## config.mk

```make
export PLATFORM = sky130hd
export DESIGN_NAME = rtc_irq_flags
export DESIGN_NICKNAME = d
export VERILOG_FILES = /design/src/rtl/rtc_irq_pkg.sv /design/src/rtl/rtc_irq_flag_bank.sv /design/src/rtl/rtc_irq_en_reg.sv /design/src/rtl/rtc_irq_line_fsm.sv /design/src/rtl/rtc_irq_flags.sv
export SDC_FILE = /design/constraint.sdc
export NUM_CORES = 1
export LEC_CHECK = 0
export BUFFER_PORTS_ARGS = -buffer_cell sky130_fd_sc_hd__buf_2
export CAP_MARGIN = 20
export CORE_UTILIZATION = 40
export CTS_CLUSTER_SIZE = 14
export DETAILED_ROUTE_END_ITERATION = 7
export HOLD_SLACK_MARGIN = 0.08
export MAX_ROUTING_LAYER = met4
export PLACE_DENSITY = 0.77
export SYNTH_ARGS = -nofsm -noshare
export SYNTH_HDL_FRONTEND = slang
export SYNTH_SLANG_ARGS = --single-unit
```

## constraint.sdc

```tcl
create_clock -name clk -period 1.4 [get_ports clk]
set_clock_uncertainty 0.15 [all_clocks]
set_input_delay 0.28 -clock clk [delete_from_list [all_inputs] [get_ports clk]]
set_output_delay 0.28 -clock clk [all_outputs]
set_load 0.05 [all_outputs]
```

## src/rtl/rtc_irq_pkg.sv

```systemverilog
package rtc_irq_pkg;
    localparam int DATA_W   = 8;
    localparam int SEL_W    = 3;
    localparam int GRP_W    = 3;
    localparam int PRIM_LSB = 4;
    localparam int EXT_LSB  = 0;
    localparam int AGG_BIT  = 7;
    localparam int VRT_BIT  = 7;

    localparam logic [SEL_W-1:0] SEL_PEN  = 3'd0;
    localparam logic [SEL_W-1:0] SEL_PST  = 3'd1;
    localparam logic [SEL_W-1:0] SEL_VLD  = 3'd2;
    localparam logic [SEL_W-1:0] SEL_XST  = 3'd3;
    localparam logic [SEL_W-1:0] SEL_XEN  = 3'd4;

    typedef enum logic [0:0] {
        ST_QUIET   = 1'b0,
        ST_REQUEST = 1'b1
    } irq_state_e;
endpackage

```

## src/rtl/rtc_irq_flag_bank.sv

```systemverilog
module rtc_irq_flag_bank #(
    parameter int W = 3
) (
    input  logic         clk,
    input  logic         rst_n,
    input  logic [W-1:0] set_i,
    input  logic [W-1:0] clr_i,
    output logic [W-1:0] flag_o
);
    logic [W-1:0] q;

    // set dominates clear so no event is lost
    always_ff @(posedge clk or negedge rst_n) begin
        if (!rst_n) q <= '0;
        else        q <= (q & ~clr_i) | set_i;
    end

    assign flag_o = q;
endmodule

```

## src/rtl/rtc_irq_en_reg.sv

```systemverilog
module rtc_irq_en_reg #(
    parameter int W = 3
) (
    input  logic         clk,
    input  logic         rst_n,
    input  logic         we_i,
    input  logic [W-1:0] d_i,
    output logic [W-1:0] en_o
);
    always_ff @(posedge clk or negedge rst_n) begin
        if (!rst_n)    en_o <= '0;
        else if (we_i) en_o <= d_i;
    end
endmodule

```

## src/rtl/rtc_irq_line_fsm.sv

```systemverilog
module rtc_irq_line_fsm
    import rtc_irq_pkg::*;
(
    input  logic clk,
    input  logic rst_n,
    input  logic pending_i,
    output logic irq_n_o
);
    irq_state_e state_q, state_d;

    always_ff @(posedge clk or negedge rst_n) begin
        if (!rst_n) state_q <= ST_QUIET;
        else        state_q <= state_d;
    end

    always_comb begin
        state_d = state_q;
        unique case (state_q)
            ST_QUIET:   if (pending_i)  state_d = ST_REQUEST;
            ST_REQUEST: if (!pending_i) state_d = ST_QUIET;
            default:    state_d = ST_QUIET;
        endcase
    end

    always_comb begin
        irq_n_o = 1'b1;
        unique case (state_q)
            ST_QUIET:   irq_n_o = 1'b1;
            ST_REQUEST: irq_n_o = 1'b0;
            default:    irq_n_o = 1'b1;
        endcase
    end
endmodule

```

## src/rtl/rtc_irq_flags.sv

```systemverilog
module rtc_irq_flags
    import rtc_irq_pkg::*;
(
    input  logic              clk,
    input  logic              rst_n,
    input  logic              rd_en_i,
    input  logic              wr_en_i,
    input  logic [SEL_W-1:0]  addr_i,
    input  logic [DATA_W-1:0] wdata_i,
    output logic [DATA_W-1:0] rdata_o,
    input  logic [GRP_W-1:0]  ev_prim_i,
    input  logic [GRP_W-1:0]  ev_ext_i,
    input  logic              vrt_i,
    output logic              irq_n_o
);
    logic [GRP_W-1:0] prim_flags, ext_flags, prim_en, ext_en;
    logic [GRP_W-1:0] prim_clr, ext_clr;
    logic             pending;

    // primary flags clear on a status read; extended flags clear on zero write
    assign prim_clr = (rd_en_i && addr_i == SEL_PST) ? {GRP_W{1'b1}} : '0;
    assign ext_clr  = (wr_en_i && addr_i == SEL_XST) ? ~wdata_i[EXT_LSB +: GRP_W] : '0;

    rtc_irq_flag_bank #(.W(GRP_W)) prim_bank_i (
        .clk(clk), .rst_n(rst_n), .set_i(ev_prim_i), .clr_i(prim_clr), .flag_o(prim_flags));

    rtc_irq_flag_bank #(.W(GRP_W)) ext_bank_i (
        .clk(clk), .rst_n(rst_n), .set_i(ev_ext_i), .clr_i(ext_clr), .flag_o(ext_flags));

    rtc_irq_en_reg #(.W(GRP_W)) prim_en_i (
        .clk(clk), .rst_n(rst_n), .we_i(wr_en_i && addr_i == SEL_PEN),
        .d_i(wdata_i[PRIM_LSB +: GRP_W]), .en_o(prim_en));

    rtc_irq_en_reg #(.W(GRP_W)) ext_en_i (
        .clk(clk), .rst_n(rst_n), .we_i(wr_en_i && addr_i == SEL_XEN),
        .d_i(wdata_i[EXT_LSB +: GRP_W]), .en_o(ext_en));

    assign pending = |(prim_flags & prim_en) | |(ext_flags & ext_en);

    rtc_irq_line_fsm line_i (
        .clk(clk), .rst_n(rst_n), .pending_i(pending), .irq_n_o(irq_n_o));

    always_comb begin
        rdata_o = '0;
        case (addr_i)
            SEL_PEN: rdata_o[PRIM_LSB +: GRP_W] = prim_en;
            SEL_PST: begin
                rdata_o[PRIM_LSB +: GRP_W] = prim_flags;
                rdata_o[AGG_BIT]           = pending;
            end
            SEL_VLD: rdata_o[VRT_BIT]          = vrt_i;
            SEL_XST: rdata_o[EXT_LSB +: GRP_W] = ext_flags;
            SEL_XEN: rdata_o[EXT_LSB +: GRP_W] = ext_en;
            default: rdata_o = '0;
        endcase
    end
endmodule

```

# Word level (Yosys, flattened, before mapping)
# Index checks and enable logic that the tools add are counted.
classes:
  n_eq_ne: 4
  n_mux: 7
  bitwise: 11
  reduce_logical: 7
ops:
  columns: ["cell", "n"]
  rows:
  - ["$and 3x3->3", 4]
  - ["$pmux 3 s2", 2]
  - ["$not 3->3", 3]
  - ["$eq 3x2->1 const B", 2]
  - ["$mux 3", 2]
  - ["$or 3x3->3", 2]
  - ["$reduce_or 3->1", 2]
  - ["$logic_and 1x1->1", 4]
  - ["$pmux 1 s2", 2]
  - ["$eq 3x1->1 const B", 1]
  - ["$eq 3x3->1 const B", 1]
  - ["$logic_not 3->1", 1]
  - ["$mux 1", 1]
  - ["$not 1->1", 1]
  - ["$or 1x1->1", 1]
word_totals:
  regBits: 13
  inputBits: 22
  out_inout_bits: 9
  wordCells: 34

# Depth between registers and ports, before layout
depth:
  word_depth: 6
  mapped_depth: 4
  depth_no_buf: 3

# Modules after synthesis
# A second synthesis with hierarchy kept.
unflattened:
  cells_unflattened: 60
  area_unflattened_um2: 680.7
modules_own_cells:
  columns: ["module", "n_inst", "cells_each", "area_each_um2", "seq_area_each_um2"]
  rows:
  - ["rtc_irq_en_reg", 2, 6, 108.9, 75.1]
  - ["rtc_irq_flag_bank", 2, 9, 108.9, 75.1]
  - ["rtc_irq_flags", 1, 28, 216.5, 0.0]
  - ["rtc_irq_line_fsm", 1, 2, 28.8, 25.0]

# Worst setup path before layout
# OpenSTA, ideal clock, no wires.
synth_path:
  path_type: "input -> output"
  start: "input port addr_i[0]"
  end: "output port rdata_o[5]"
  arrival_ns: 1.564
  required_ns: 0.970
  path_slack_ns: -0.594
  cell_stages: 3
  n_path_buf: 1
  cell_sequence: "buf_6 mux2i_1 nor3_1"
synth_via:
  elab_chain_len: 2
  elab_cells_between_ends: 3
  cone_classes: "eq/ne (1); mux (1); reduce/logical (1)"
synth_lines:
  columns: ["item", "line_no", "text"]
  rows:
  - ["start: declaration", "rtc_irq_flags.sv:8", "input logic [SEL_W-1:0] addr_i,"]
  - ["$eq 3x1->1 or $logic_not 3->1 (tied branches)", "rtc_irq_flags.sv:45", "case (addr_i)"]
  - ["$pmux 3 s2 (*)", "rtc_irq_flags.sv:45", null]
  - ["end: declaration", "rtc_irq_flags.sv:10", "output logic [DATA_W-1:0] rdata_o,"]
# Every way passes the cells marked *; elsewhere a longest branch is shown, timed or not.

# Final worst setup path
layout_path:
  start: "register ext_en_i.en_o[0]"
  end: "output port rdata_o[7]"
layout_via:
  elab_chain_len: 4
layout_lines:
  columns: ["item", "line_no", "text"]
  rows:
  - ["start: declaration", "rtc_irq_en_reg.sv:8", "output logic [W-1:0] en_o"]
  - ["start signal: assignment", "rtc_irq_en_reg.sv:12", "else if (we_i) en_o <= d_i;"]
  - ["$and 3x3->3", "rtc_irq_flags.sv:38", "assign pending = |(prim_flags & prim_en) | |(ext_flags & ext_en);"]
  - ["$reduce_or 3->1", "rtc_irq_flags.sv:38", null]
  - ["$or 1x1->1", "rtc_irq_flags.sv:38", null]
  - ["via line_i.pending_i", "rtc_irq_line_fsm.sv:6", "input logic pending_i,"]
  - ["$pmux 1 s2", "rtc_irq_flags.sv:45", null]
# The timed path passes the listed nets, and every way through them passes these cells.

==> run summary <==
The count of port buffers added during placement came out at 27. The upper clock frequency limit is 558.8 MHz, and the worst-case reg-to-reg path depth is 4. From synthesis to final layout, the design area changed by 81.30%. The CTS clock-pin slew for the worst setup and hold paths was 0.08 ns; the path length in cells of the critical path was 4. The area enclosed by the die boundary was 1910 um2. The tools report the source of the worst register-to-register timing path as prim_en_i.en_o[0]. The flop and latch count out of synthesis was 13; the number of maximum-capacitance violations was 0. Entering global routing, the biggest net connects 14 pins.

When the netlist entered floorplanning its net count stood at 80. The XOR/XNOR share of the synthesized area is 0%. The logs give 0 for the total grt overflow and 0 for the total number of yosys warnings. The minimum clock period came out at 1.790 ns. The first global-routing pass estimated 3222 um of wire. The run gives 7 as the count of final setup violators. In this run the worst path has a maximum fanout of 2.

STA classifies the critical path endpoint as an output port. For the area of the mapped netlist, the log shows 695.7 um2. Among cell families on the critical path, the largest total delay comes from compound AO/OA/AOI/OAI gates. The synthesized netlist devotes 0% of its cell area to adder and majority cells.

Once placement completed, the tool counted placed cells totaling 115. For this design, the sink count on the clock tree is 13. The tools report the global-route total usage across every layer as 25.25%. STA classifies the critical path startpoint as a flip-flop. The number of global-route vias before repair was 692. Buffering stage count on the worst path with inverters included: 1. The run finished, with violations left. TritonCTS built the clock tree. The number of levels in the clock H-tree was 1.

The number of antenna diodes in the final layout is 0. The pre-antenna-repair detailed-routing pass consisted of 8 iterations. The number of hold-slack violations in the final timing report is 0. For this configuration, the core starts out at a cell density of 44.62%. For the least setup slack across all paths after layout, the log shows -0.3896 ns.

The post-route netlist has 62.93% of its cells at a drive strength greater than 1. Excluding fillers, the count of instances in the completed layout stands at 132. Setup repair after global routing could not meet its margin everywhere.

Using the TritonRoute via totals, the vias-per-cell ratio works out to 5.197. Averaged over all synthesized cells, the footprint is 11.99 um2. Summing the areas of all compound-gate instances in the mapped netlist gives 13.85% of the synthesized area.

The checks that failed: DRC, setup timing. Fraction of synthesized area in multiplexers: 14.03%. The peak ir drop on the vdd network is 0.7278 mV. The worst min-delay path category was input pin to flip-flop. The critical path goes through a22oi_2 > nand3_2 > a31o_2 > buf_6. The library cells used most frequently in the layout, excluding fill and tap cells, are 20 x sky130_fd_sc_hd__buf_2, 15 x sky130_fd_sc_hd__buf_4, 13 x sky130_fd_sc_hd__dfrtp_1, 11 x sky130_fd_sc_hd__buf_6, 9 x sky130_fd_sc_hd__dlygate4sd3_1.

In this run the power density over the cells is 921.2 nW/um2. In this run the standard cell core region covers 1559 um2. In this run the vertical extent of the chip is 43.71 um. The number of remaining DRC errors came out at 1. The endpoint identified for the worst register-to-register timing path is prim_en_i.en_o[0].

The cell sitting at the root of the clock tree is a sky130_fd_sc_hd__clkbuf_4. In the final routed layout, each cell accounts on average for 16.00 um. At the end of the flow the core is filled with cells to 80.90%. Total of fill cells in the finished design: 82. The final count of pins violating max slew was 0. The area fraction in and, or, nand and nor cells after synthesis came out at 18.88%. The run gives 2 as the number of buffers on the longest clock path. The half-perimeter wire length after placement is 1274 um, and the number of nets at the end of the flow is 139.

The logs give 0 for the initial antenna violation count and 27 for the violation count after the first detailed-routing iteration. The proportion of synthesized chip area in sequential cells is 46.76%, and the critical path required time is 0.97 ns. After technology mapping, the gate count stands at 58. For the total length of routed wires, the log shows 2112 um. The leakage power was 0.5759 nW. The data arrival time at the worst-slack endpoint came out at 1.36 ns.

The source of the worst hold timing path is wdata_i[1]. The die boundary width works out to 43.71 um. Counting the buffers created by CTS gives 3. The congestion estimate from routability-driven global placement came to 0.7559. The setup path with the least slack is of type flip-flop to output port. Along the worst hold path, the cell count comes to 2.

The commonest non-fill, non-tap cell in the layout is sky130_fd_sc_hd__buf_2. The count of nets left with antenna violations once routing finished came out at 0. The final route contains 686 vias.

OpenSTA, run right after detailed placement, puts the worst setup slack at -0.2213 ns. Hold path endpoint: ext_en_i.en_o[1]. The unique cell type count in the Yosys netlist is 25, and the critical path's largest stage delay is 0.40 ns.

The clock reaches the later pin of the worst-skew pair after 0.28 ns. The cell with the largest stage delay on the worst path is sky130_fd_sc_hd__dfrtp_1. The count of boundary I/O pins was 31; the ratio of final minimum period to clock period was 127.8%. The tools report the internal reg-to-reg setup slack as 0.10 ns. Combinational family with the most area after synthesis: simple AND/OR/NAND/NOR gates. The floorplan has 14 rows.
## worst reg2reg max path, stage by stage, from the launching register on
cell and delay, ns:
sky130_fd_sc_hd__dfrtp_1 0.42, sky130_fd_sc_hd__buf_6 0.14, sky130_fd_sc_hd__buf_4 0.12, sky130_fd_sc_hd__buf_4 0.12
sky130_fd_sc_hd__mux2_2 0.25
## cell type report
| class | instances | area (um2) | area share (%) |
|---|---|---|---|
| repair buffers | 58 | 469.2 | 37.20 |
| well taps | 16 | 20.02 | 1.587 |
| multi-input cells | 40 | 416.7 | 33.04 |
| inverters | 1 | 3.754 | 0.2976 |
| flip-flops and latches | 13 | 325.3 | 25.79 |
| clock buffers | 4 | 26.28 | 2.083 |
## flip-flops by register name, summed over array words and instances, names as in the netlist
| register | flops |
|---|---|
| ext_bank_i.flag_o | 3 |
| prim_en_i.en_o | 3 |
| prim_bank_i.flag_o | 3 |
| ext_en_i.en_o | 3 |
| line_i.state_q | 1 |
## per-stage QoR
step / TNS (ns) / area (um2) / hold WS, ns / power, mW
after global placement: -2.264 / 992.2 / 0.02293 / 0.7806
after floorplan: -0.2506 / 734.5 / -0.1656 / 0.6490
after detailed placement: -2.375 / 992.2 / 0.03329 / 0.7933
final: -2.029 / 1261 / 0.07701 / 1.162
after CTS: -1.848 / 1232 / 0.08184 / 1.122
after global routing: -2.282 / 1261 / 0.07999 / 1.207
## repair_timing
action / in CTS / in global routing
endpoints found under the hold margin: 21 / 0
hold buffers: 9 / 0
gates resized for setup: 25 / 6
setup endpoints to repair: 7 / 8
gates cloned: 0 / 0
setup buffers: 3 / 3
pin swaps: 4 / 5
## per-layer routing
layer  up-vias  global-route usage [%]  wire length, um
met3         4                   3.750              119
met4         0                   13.13               48
met5         -                       -                0
met2        29                   40.90             1011
met1       330                   30.21              932
li1        323                       -                -
## cell families after synthesis
group,Yosys count
AOI/OAI and AO/OA,13
buffers and inverters,5
DFF,13
muxes,9
other,1
and+or+nand+nor,17
## power breakdown
part           internal [mW]  switching, mW
clock network          0.111          0.126
logic                  0.253          0.212
registers              0.421         0.0386
## Yosys cell counts, drive strengths merged
master  instances  share of area, %
mux2            6               9.7
nand2           1              0.54
a22o            2               2.5
buf             4               5.4
nor2            2               1.1
a32o            1               1.4
and2            1               1.3
o21ai           3               2.2
nand4b          1               1.3
nor2b           1              0.90
nand3           2               1.4
nand2b          3               2.7
and3b           1               1.4
nor3            3               2.2
a31o            1               1.3
nor4b           1               3.4
dfrtp          13                47
nor3b           1               2.7
inv             1              0.54
conb            1              0.54
a22oi           3               3.2
a21o            3               3.2
mux2i           3               4.3
## worst max path at each step
stage / from / endpoint
after floorplan: addr_i[0] / rdata_o[6]
final: ext_en_i.en_o[0] / rdata_o[7]
after CTS: prim_bank_i.flag_o[2] / rdata_o[7]
after global routing: ext_en_i.en_o[0] / rdata_o[7]
after global placement: addr_i[0] / rdata_o[1]
after detailed placement: ext_en_i.en_o[0] / rdata_o[7]
(Power assumes the default switching activity.)
